### src/rtl/adc_scan_seq_pkg.sv
package adc_scan_seq_pkg;

  // Source of a conversion, also the encoding of res_src
  typedef enum logic [1:0] {
    SRC_SCAN = 2'b00,
    SRC_LV1  = 2'b01,
    SRC_LV2  = 2'b10
  } src_e;

endpackage

### src/rtl/adc_chan_pick.sv
// Finds the lowest enabled channel at or above a start index.
module adc_chan_pick #(
  parameter int NCH = 32,
  localparam int CHW = $clog2(NCH)
) (
  input  logic [NCH-1:0] mask,
  input  logic [CHW:0]   from,
  output logic           found,
  output logic [CHW-1:0] idx
);

  // Keep only bits at or above 'from'; from == NCH leaves nothing
  function automatic logic [NCH-1:0] clip_below(input logic [NCH-1:0] m,
                                                 input logic [CHW:0]   f);
    logic [NCH-1:0] low;
    low = (NCH'(1) << f) - NCH'(1);
    if (f >= (CHW+1)'(NCH)) low = '1;
    return m & ~low;
  endfunction

  logic [NCH-1:0] masked;

  always_comb begin
    masked = clip_below(mask, from);
    found  = |masked;
    idx    = '0;
    for (int i = NCH - 1; i >= 0; i--) begin
      if (masked[i]) idx = CHW'(i);
    end
  end

endmodule

### src/rtl/adc_prio_hold.sv
// Holds one pending priority request per level.
module adc_prio_hold #(
  parameter int NCH  = 32,
  parameter int NLVL = 2,
  localparam int CHW = $clog2(NCH)
) (
  input  logic                      clk,
  input  logic                      rst_n,
  input  logic                      flush,
  input  logic [NLVL-1:0]           req,
  input  logic [NLVL-1:0][CHW-1:0]  req_chan,
  input  logic [NLVL-1:0]           take,
  output logic [NLVL-1:0]           pend,
  output logic [NLVL-1:0][CHW-1:0]  pend_chan
);

  for (genvar lv = 0; lv < NLVL; lv++) begin : g_lvl
    always_ff @(posedge clk) begin
      if (!rst_n || flush) begin
        pend[lv]      <= 1'b0;
        pend_chan[lv] <= '0;
      end else if (take[lv]) begin
        pend[lv] <= 1'b0;
      end else if (req[lv] && !pend[lv]) begin
        pend[lv]      <= 1'b1;
        pend_chan[lv] <= req_chan[lv];
      end
    end
  end

endmodule

### src/rtl/adc_irq_gate.sv
// Sticky completion flags and enable-gated interrupt outputs.
module adc_irq_gate #(
  parameter int NSRC = 2
) (
  input  logic            clk,
  input  logic            rst_n,
  input  logic [NSRC-1:0] set_evt,
  input  logic [NSRC-1:0] clr,
  input  logic [NSRC-1:0] ie,
  output logic [NSRC-1:0] flag,
  output logic [NSRC-1:0] irq
);

  for (genvar s = 0; s < NSRC; s++) begin : g_src
    always_ff @(posedge clk) begin
      if (!rst_n)          flag[s] <= 1'b0;
      else if (set_evt[s]) flag[s] <= 1'b1;
      else if (clr[s])     flag[s] <= 1'b0;
    end
    assign irq[s] = ie[s] & flag[s];
  end

endmodule

### src/rtl/adc_scan_seq.sv
module adc_scan_seq
  import adc_scan_seq_pkg::*;
#(
  parameter int NCH = 32,
  parameter int DW  = 12,
  localparam int CHW = $clog2(NCH)
) (
  input  logic           clk,
  input  logic           rst_n,
  input  logic [NCH-1:0] chan_mask,
  input  logic           scan_start,
  input  logic           repeat_en,
  input  logic           force_stop,
  input  logic           prio1_req,
  input  logic [CHW-1:0] prio1_chan,
  input  logic           prio2_req,
  input  logic [CHW-1:0] prio2_chan,
  input  logic           scan_ie,
  input  logic           prio_ie,
  input  logic           scan_flag_clr,
  input  logic           prio_flag_clr,
  output logic           conv_start,
  output logic [CHW-1:0] conv_chan,
  output logic           conv_abort,
  input  logic           conv_done,
  input  logic [DW-1:0]  conv_data,
  output logic           res_valid,
  output logic [DW-1:0]  res_data,
  output logic [CHW-1:0] res_chan,
  output logic [1:0]     res_src,
  output logic           scan_busy,
  output logic           prio_busy,
  output logic           prio_pend,
  output logic           scan_flag,
  output logic           prio_flag,
  output logic           scan_irq,
  output logic           prio_irq
);

  localparam int NLVL = 2;

  // Conversion in flight
  logic           active;
  src_e           act_src;
  logic [CHW-1:0] act_chan;
  logic [CHW:0]   scan_from;   // next scan index to search from

  // Channel picker
  logic           pick_found;
  logic [CHW-1:0] pick_idx;

  adc_chan_pick #(.NCH(NCH)) u_pick (
    .mask  (chan_mask),
    .from  (scan_from),
    .found (pick_found),
    .idx   (pick_idx)
  );

  // Priority holding; index 0 = level 1, index 1 = level 2
  logic [NLVL-1:0]          pend;
  logic [NLVL-1:0][CHW-1:0] pend_chan;
  logic [NLVL-1:0]          take;

  adc_prio_hold #(.NCH(NCH), .NLVL(NLVL)) u_hold (
    .clk       (clk),
    .rst_n     (rst_n),
    .flush     (force_stop),
    .req       ({prio2_req, prio1_req}),
    .req_chan  ({prio2_chan, prio1_chan}),
    .take      (take),
    .pend      (pend),
    .pend_chan (pend_chan)
  );

  // Named events, also watched by the checker
  logic           boundary;
  logic           launch_l2, launch_l1, launch_scan, launch;
  logic           pass_end;
  logic           start_ok;
  logic           done_ok;
  logic           scan_set_evt, prio_set_evt;
  src_e           launch_src;
  logic [CHW-1:0] launch_chan;

  assign boundary    = !active && !force_stop;
  assign launch_l2   = boundary && pend[1];
  assign launch_l1   = boundary && !pend[1] && pend[0];
  assign launch_scan = boundary && !(|pend) && scan_busy && pick_found;
  assign pass_end    = boundary && !(|pend) && scan_busy && !pick_found;
  assign launch      = launch_l2 || launch_l1 || launch_scan;
  assign take        = {launch_l2, launch_l1};
  assign start_ok    = scan_start && !scan_busy && !force_stop;
  assign done_ok     = active && conv_done && !force_stop;

  always_comb begin
    launch_src  = SRC_SCAN;
    launch_chan = pick_idx;
    if (launch_l2) begin
      launch_src  = SRC_LV2;
      launch_chan = pend_chan[1];
    end else if (launch_l1) begin
      launch_src  = SRC_LV1;
      launch_chan = pend_chan[0];
    end
  end

  assign scan_set_evt = pass_end || (start_ok && !(|chan_mask));
  assign prio_set_evt = done_ok && (act_src != SRC_SCAN);

  always_ff @(posedge clk) begin
    if (!rst_n) begin
      active     <= 1'b0;
      act_src    <= SRC_SCAN;
      act_chan   <= '0;
      scan_from  <= '0;
      scan_busy  <= 1'b0;
      conv_start <= 1'b0;
      conv_chan  <= '0;
      res_valid  <= 1'b0;
      res_data   <= '0;
      res_chan   <= '0;
      res_src    <= 2'b00;
    end else begin
      conv_start <= 1'b0;
      res_valid  <= 1'b0;
      if (force_stop) begin
        active    <= 1'b0;
        scan_busy <= 1'b0;
      end else begin
        if (start_ok && (|chan_mask)) begin
          scan_busy <= 1'b1;
          scan_from <= '0;
        end
        if (done_ok) begin
          active    <= 1'b0;
          res_valid <= 1'b1;
          res_data  <= conv_data;
          res_chan  <= act_chan;
          res_src   <= act_src;
          if (act_src == SRC_SCAN) scan_from <= {1'b0, act_chan} + 1'b1;
        end
        if (launch) begin
          active     <= 1'b1;
          conv_start <= 1'b1;
          conv_chan  <= launch_chan;
          act_chan   <= launch_chan;
          act_src    <= launch_src;
        end
        if (pass_end) begin
          if (repeat_en) scan_from <= '0;
          else           scan_busy <= 1'b0;
        end
      end
    end
  end

  assign prio_busy  = active && (act_src != SRC_SCAN);
  assign prio_pend  = |pend;
  assign conv_abort = force_stop && active;

  logic [1:0] flags, irqs;

  adc_irq_gate #(.NSRC(2)) u_irq (
    .clk     (clk),
    .rst_n   (rst_n),
    .set_evt ({prio_set_evt, scan_set_evt}),
    .clr     ({prio_flag_clr, scan_flag_clr}),
    .ie      ({prio_ie, scan_ie}),
    .flag    (flags),
    .irq     (irqs)
  );

  assign scan_flag = flags[0];
  assign prio_flag = flags[1];
  assign scan_irq  = irqs[0];
  assign prio_irq  = irqs[1];

endmodule

### config.mk
export PLATFORM = sky130hd
export DESIGN_NAME = adc_scan_seq
export DESIGN_NICKNAME = d
export VERILOG_FILES = /design/src/rtl/adc_scan_seq_pkg.sv /design/src/rtl/adc_chan_pick.sv /design/src/rtl/adc_prio_hold.sv /design/src/rtl/adc_irq_gate.sv /design/src/rtl/adc_scan_seq.sv
export SDC_FILE = /design/constraint.sdc
export NUM_CORES = 1
export LEC_CHECK = 0
export BUFFER_PORTS_ARGS = -buffer_cell sky130_fd_sc_hd__buf_2
export CAP_MARGIN = 15
export CORE_ASPECT_RATIO = 1.25
export CORE_MARGIN = 5
export CORE_UTILIZATION = 49
export DETAILED_ROUTE_END_ITERATION = 6
export PLACE_DENSITY = 0.9
export SLEW_MARGIN = 20
export SYNTH_ARGS = -nofsm -noshare
export SYNTH_HDL_FRONTEND = slang
export SYNTH_HIERARCHICAL = 1
export SYNTH_SLANG_ARGS = --single-unit
### constraint.sdc
create_clock -name clk -period 4.2 [get_ports clk]
set_clock_uncertainty 0.15 [all_clocks]
set_input_delay 0.21 -clock clk [delete_from_list [all_inputs] [get_ports clk]]
set_output_delay 0.21 -clock clk [all_outputs]
set_load 0.005 [all_outputs]
Yosys cells after proc, flatten, opt, wreduce, memory -nomap -nowiden --
Cells that the tools add are included. W data, S select, Z words.
Word-level totals: output and inout bits 34, logic and storage cells 128, bits in registers 50
Operators by class: $add $sub $neg 2, bitwise gates (word level) 8, shifts and indexed selects 1, reductions and logical operators 47, order comparisons 1, mux-type cells 53
Operators with widths (number):
- $mux W5 | 34
- $reduce_or A32 Y1 | 2
- $and A32 B32 Y32 | 1
- $mux W32 | 1
- $not A32 Y32 | 1
- $shl A1 B6 Y32 const A | 1
- $sub A32 B2 Y32 const B | 1
- $mux W6 | 5
- $logic_and A1 B1 Y1 | 19
- $mux W1 | 12
- $logic_not A1 Y1 | 9
- $reduce_and A2 Y1 | 4
- $reduce_bool A2 Y1 | 4
- $reduce_or A2 Y1 | 4
- $add A5 B1 Y6 const B | 1
- $ge A6 B6 Y1 const B | 1
- $logic_or A1 B1 Y1 | 4
- $not A1 Y1 | 4
- $and A1 B1 Y1 | 2
- $logic_not A2 Y1 | 1
- $mux W2 | 1

Longest topological paths before layout --
depth in word-level cells 39, mapped depth 18, depth with buffers taken out 14

By module --
Netlist, hierarchy kept.
Modules (own cells, without submodules):
- adc_scan_seq | seq. area each 720.7 µm², times used 1, cells each 198, area an instance 1712.9 µm²
- adc_chan_pick | seq. area each 0.0 µm², times used 1, cells each 222, area an instance 1410.1 µm²
- adc_prio_hold | seq. area each 240.2 µm², times used 1, cells each 53, area an instance 569.3 µm²
- adc_irq_gate | seq. area each 40.0 µm², times used 1, cells each 8, area an instance 97.6 µm²

Worst setup path before layout --
Ideal clock, no wire load.
kind register to register, start register scan_from[5], end register scan_from[2], period minus slack after synthesis 4.001 ns, data arrival time 3.734 ns, required time 3.933 ns, path buffers 5, setup slack 0.199 ns, stages on the path, launching flop included 19, cell sequence dfxtp_1 -> buf_2 -> buf_1 -> nor4_1 -> nand2_1 -> ha_1 -> buf_2 -> clkbuf_1 -> clkbuf_1 -> mux2i_1 -> o2111ai_1 -> nand3_1 -> nor3_2 -> nor2b_2 -> nand4_1 -> nor4b_1 -> a21boi_1 -> and2_4 -> a32o_1
On the way: longest elaborated chain between the ends 9, elaborated cells between the ends (all ways) 10, classes of those cells 1 x add/sub; 1 x order compare; 1 x shift; 2 x mux; 2 x bitwise; 3 x reduce/logical
Ends and longest elaborated chain:
- start, declared | RTL line adc_scan_seq.sv:46 | logic [CHW:0] scan_from;
- start signal, assigned | RTL line adc_scan_seq.sv:140 | if (act_src == SRC_SCAN) scan_from <= {1'b0, act_chan} + 1'b1;
- $shl A1 B6 Y32 | RTL line adc_chan_pick.sv:16 | low = (NCH'(1) << f) - NCH'(1);
- $sub A32 B2 Y32 | RTL line adc_chan_pick.sv:16
- $mux W32 * | RTL line adc_chan_pick.sv:17 | if (f >= (CHW+1)'(NCH)) low = '1;
- $not A32 Y32 * | RTL line adc_chan_pick.sv:18 | return m & ~low;
- $and A32 B32 Y32 * | RTL line adc_chan_pick.sv:18
- $reduce_or A32 Y1 * | RTL line adc_chan_pick.sv:25 | found = |masked;
- via pick_found | RTL line adc_scan_seq.sv:49 | logic pick_found;
- $logic_not A1 Y1 * | RTL line adc_scan_seq.sv:89 | assign pass_end = boundary && !(|pend) && scan_busy && !pick_found;
- $logic_and A1 B1 Y1 * | RTL line adc_scan_seq.sv:89
- $mux W6 * | RTL line adc_scan_seq.sv:149 | if (pass_end) begin
The timed path passes the listed nets; every way through them passes the cells marked *. A chain may end at the register's enable or synchronous reset.

Final worst setup path --
start register scan_from[1], end register scan_from[3]
The elaborated chain is that of the path after synthesis.

==> flow_results.org <==
** CTS
- Counting every sink on the clock net gives 50.
- The H-tree was split into 2 levels.
- Clock-pin slew reported for the worst setup and hold paths after clock tree synthesis :: 0.09 ns
- The root buffer cell chosen for the clock tree is sky130_fd_sc_hd__clkbuf_8.
- Clock latency on the worst-skew pair :: 0.30 ns
- Counting the buffers created by CTS gives 5.
- Number of post-CTS setup repair buffers :: 0
- Maximum buffer depth of the clock tree :: 2
- TritonCTS built the clock tree.

** STA
- Fin crit share :: 92.97%
- Setup Viol. Count Final :: 0
- At the pin with the least slew margin, the transition time is 0.8914 ns.
- Number of hold violations in the final report :: 0
- The clock period could shrink to 3.905 ns.
- Number of slew-limit violations in the final report :: 0
- Max_slew headroom :: 40.57%
- Fin worst setup slack :: 0.2952 ns
- For the final routed database, the setup TNS stands at 0 ns.
- Maximum clock frequency :: 0.2561 GHz
- Unrepaired setup endpoints after global routing :: false

** Drt
- Total iterations of the first detailed-routing run :: 5
- The final route contains 4202 vias.
- Using the TritonRoute via totals, the vias-per-cell ratio works out to 6.396.
- Iteration-0 DRC Markers :: 296
- The detail route stage leaves a number of antenna-violating nets equal to 0.
- Dividing the detail-routed wire length by the instance count gives 18.29 um.
- The final layout contains routed wiring with a total length of 12020 um.
- Drt drc :: 0

** Cells and area
- Fill cells in the final layout number 658.
- Relative to the synthesized area, the layout overhead comes to 17.63%.
- Layout cell share with drive strength beyond 1 :: 26.73%
- Inserted Diodes :: 0
- Layout Nets :: 633

** Pwr
- Registers are responsible for 52.4% of the overall power.
- Clock share of power :: 28.6%
- In this run, the combinational gates consume 19.1% of the power.
- Pwr Density :: 211.6 mW/mm^2
- Across the VDD grid, the largest voltage drop is 0.2347 mV.
- The analysis attributes to net switching a power of 0.0002637 W.
- LEAKAGE :: 1.790 nW
- Internal power contribution :: 0.0006794 W
- Net switching is 27.96% of the power.
- Total power :: 0.0009431 W

** Worst setup path
- Most common cell type on the critical path :: sky130_fd_sc_hd__nor2_1
- STA classifies the critical path startpoint as a flip-flop.
- In this run the worst setup path begins at scan_from[1].
- The worst setup path is of the flip-flop to flip-flop kind.
- On the critical path, the stage with the largest delay is an instance of sky130_fd_sc_hd__nor4_2.
- CP Data Arrival Time :: 3.96 ns
- Ordered list of cells on the worst path :: nor2_1, nand2_1, ha_2, buf_4, nor2_1, a31oi_1, o311a_1, and2_1, nor4_2, nand4_1, nor4b_2, a21boi_1, and2_4, a32o_1
- Critical path required time :: 4.25 ns
- For this run, the slowest stage of the critical path takes 0.39 ns.
- CP Capture Type :: flip-flop
- R2R Path Start :: scan_from[1]
- In this run the worst path has a maximum fanout of 11.

** Floorplanning
- I/O Pins :: 100
- For this configuration, the core starts out at a cell density of 50.91%.
- The die covers 0.009604 mm^2.
- Core Box Area :: 0.007445 mm^2
- The die is 108.3 um tall.
- Row generation in the floorplan step produced 35 rows.
- The die is 88.66 um wide.

** Global route
- Pin count of the biggest net entering global routing :: 60
- The initial antenna violation count was 0.
- Residual overflow from global routing :: 0
- The first global-routing pass estimated 18980 um of wire.
- The via count of the first global-routing pass is 4054.
- Global router's overall resource usage :: 24.50%

** Synthesis
- After synthesis, flip-flops and latches occupy 26.41% of the total area.
- The most used flip-flop cell after synthesis is sky130_fd_sc_hd__dfxtp_1.
- Fraction of registers with async set or reset after synthesis :: 0%
- Cell variety after synth :: 82
- Post-synth EDFFs :: 0
- Dividing the synthesized area by the synthesized cell count gives 7.879 um^2.
- Synthesis produced 481 cells.
- Number of warnings printed during yosys synthesis :: 6
- Syn nets :: 549
- Post-synthesis cell area :: 0.003790 mm^2
- Register bit count reported by yosys :: 50

** Run status
- The run finished with clean final reports.

** Placement
- Number of buffer cells added on primary ports :: 99
- After legalization and detailed placement, the total HPWL measured 9172 um.
- Timing analysis after detailed placement gives a worst setup slack of 0.05158 ns.
- Weighted congestion reported at the end of routability-driven placement :: 0.9374

** Hold path
- Path category of the worst min-delay check :: input port to flip-flop
- Hold Path Origin :: conv_data[8]

** Run
- Max-cap violations in this run came to 0.
[Yosys cell counts (all sizes together), types with 3 or more instances]
cell,count,area [um^2]
inv,9,33.78
mux2i,18,180.2
nand2,73,276.5
o22ai,4,25.02
or3,3,23.77
a21boi,22,165.2
nor2b,11,86.34
and2,12,80.07
nand3,18,90.09
o2111ai,6,58.80
xnor2,3,26.28
a31oi,9,56.30
o21ai,14,70.07
o21a,4,30.03
buf,21,121.4
nor2,20,75.07
nor3,10,65.06
o31ai,5,37.54
a211o,3,26.28
nor3b,6,67.57
mux2,4,45.04
clkbuf,15,56.30
nand3b,24,180.2
a21oi,13,65.06
nor4,14,93.84
dfxtp,50,1001
nand2b,9,56.30
nand4,6,37.54
or2,4,25.03
a22o,3,26.28
a32o,4,40.04
o211ai,15,112.6
nor4b,6,73.81
or4,3,22.52
[critical path: cells and delay by family, from the launching register on]
kind / cells / cell delay, ns
simple gates: 8 / 1.96
compound gates: 4 / 0.86
flops: 1 / 0.37
fa+ha+maj: 1 / 0.27
buf+inv: 1 / 0.19
[logic make-up (layout without fill, tap and decap cells)]
kind of cell / after synthesis / after routing / share of synthesized area [%]
AND/OR/NAND/NOR: 229 / 229 / 35.46
AO/OA/AOI/OAI: 127 / 127 / 24.83
flip-flops: 50 / 50 / 26.41
buffers and inverters: 47 / 131 / 5.777
multiplexers: 22 / 22 / 5.942
XOR/XNOR: 4 / 4 / 0.9246
adder cells (fa/ha/maj): 2 / 2 / 0.6602
[repair_timing]
item                                   in CTS  in global routing
hold buffers                                2                  0
gates resized for setup                     0                  8
endpoints found under the hold margin       2                  0
setup endpoints to repair                   0                 16
[path summary, 6_finish.rpt]
path	to	slack, ns	cells after the start
worst max-delay path	scan_from[3]	0.30	14
worst min-delay path	res_data[8]	0.005	3
worst max register to register	scan_from[3]	0.30	14
worst min register to register	res_chan[0]	0.32	2
[state kept, by name (all words and copies together), names as in the netlist]
name and flops:
res_valid 1, res_chan 5, res_data 12, active 1, res_src 2, u_irq/flag 2, u_hold/pend 2, scan_busy 1
conv_start 1, u_hold/pend_chan 10, act_chan 5, scan_from 6, act_src 2
[final cells by class]
type                            instances  area, um^2  area share, %
Timing Repair Buffer                  113       605.6          13.58
Clock buffer                            5       68.82          1.544
Multi-Input combinational cell        384        2608          58.49
Tap cell                               92       115.1          2.582
Clock inverter                          2       15.01         0.3368
Sequential cell                        50        1001          22.45
Inverter                               11       45.04          1.010
[stage by stage]
step	utilization (%)	hold slack, ns	instances	instance area, um^2
2_1_floorplan	-	0.1775	481	3790
3_3_place_gp	57.93	0.3000	648	4313
3_5_place_dp	57.93	0.3109	648	4313
4_1_cts	59.33	0.0002705	657	4417
5_1_grt	59.88	0.001430	657	4458
6_report	59.88	0.004726	657	4458
[power groups by stage]
stage                     clock network (W)  registers [W]  logic [W]
after floorplan                           0       0.000501   0.000108
after global placement                    0       0.000504   0.000171
after detailed placement                  0       0.000504   0.000174
after CTS                          0.000275       0.000493   0.000176
after global routing               0.000294       0.000495   0.000194
final                              0.000269       0.000494   0.000180
[per-layer routing]
layer | GRT usage [%] | up-vias | wire [um]
li1 | - | 1958 | -
met2 | 42.30 | 236 | 5961
met3 | 4.345 | 44 | 1008
met4 | 12.74 | 0 | 520
met5 | 0 | - | 0
met1 | 28.29 | 1964 | 4524
[layout by cell type, fill, tap and decap left out, types with 4 or more instances in the layout]
cell                         n
sky130_fd_sc_hd__buf_2      99
sky130_fd_sc_hd__nand2_1    72
sky130_fd_sc_hd__dfxtp_1    50
sky130_fd_sc_hd__nand3b_1   24
sky130_fd_sc_hd__a21boi_0   21
sky130_fd_sc_hd__nor2_1     19
sky130_fd_sc_hd__nand3_1    18
sky130_fd_sc_hd__mux2i_1    18
sky130_fd_sc_hd__o211ai_1   15
sky130_fd_sc_hd__a21oi_1    13
sky130_fd_sc_hd__nor4_1     12
sky130_fd_sc_hd__buf_4      12
sky130_fd_sc_hd__and2_1      9
sky130_fd_sc_hd__nand2b_1    9
sky130_fd_sc_hd__a31oi_1     9
sky130_fd_sc_hd__inv_1       8
sky130_fd_sc_hd__nor2b_1     8
sky130_fd_sc_hd__o21ai_0     8
sky130_fd_sc_hd__nor3_1      7
sky130_fd_sc_hd__nand4_1     6
sky130_fd_sc_hd__o21ai_1     6
sky130_fd_sc_hd__o31ai_1     5
sky130_fd_sc_hd__clkbuf_8    5
sky130_fd_sc_hd__o2111ai_1   5
sky130_fd_sc_hd__nor3b_1     4
sky130_fd_sc_hd__o21a_1      4
sky130_fd_sc_hd__a32o_1      4
sky130_fd_sc_hd__mux2_2      4
sky130_fd_sc_hd__o22ai_1     4
Power figures use the tool's default switching activity.
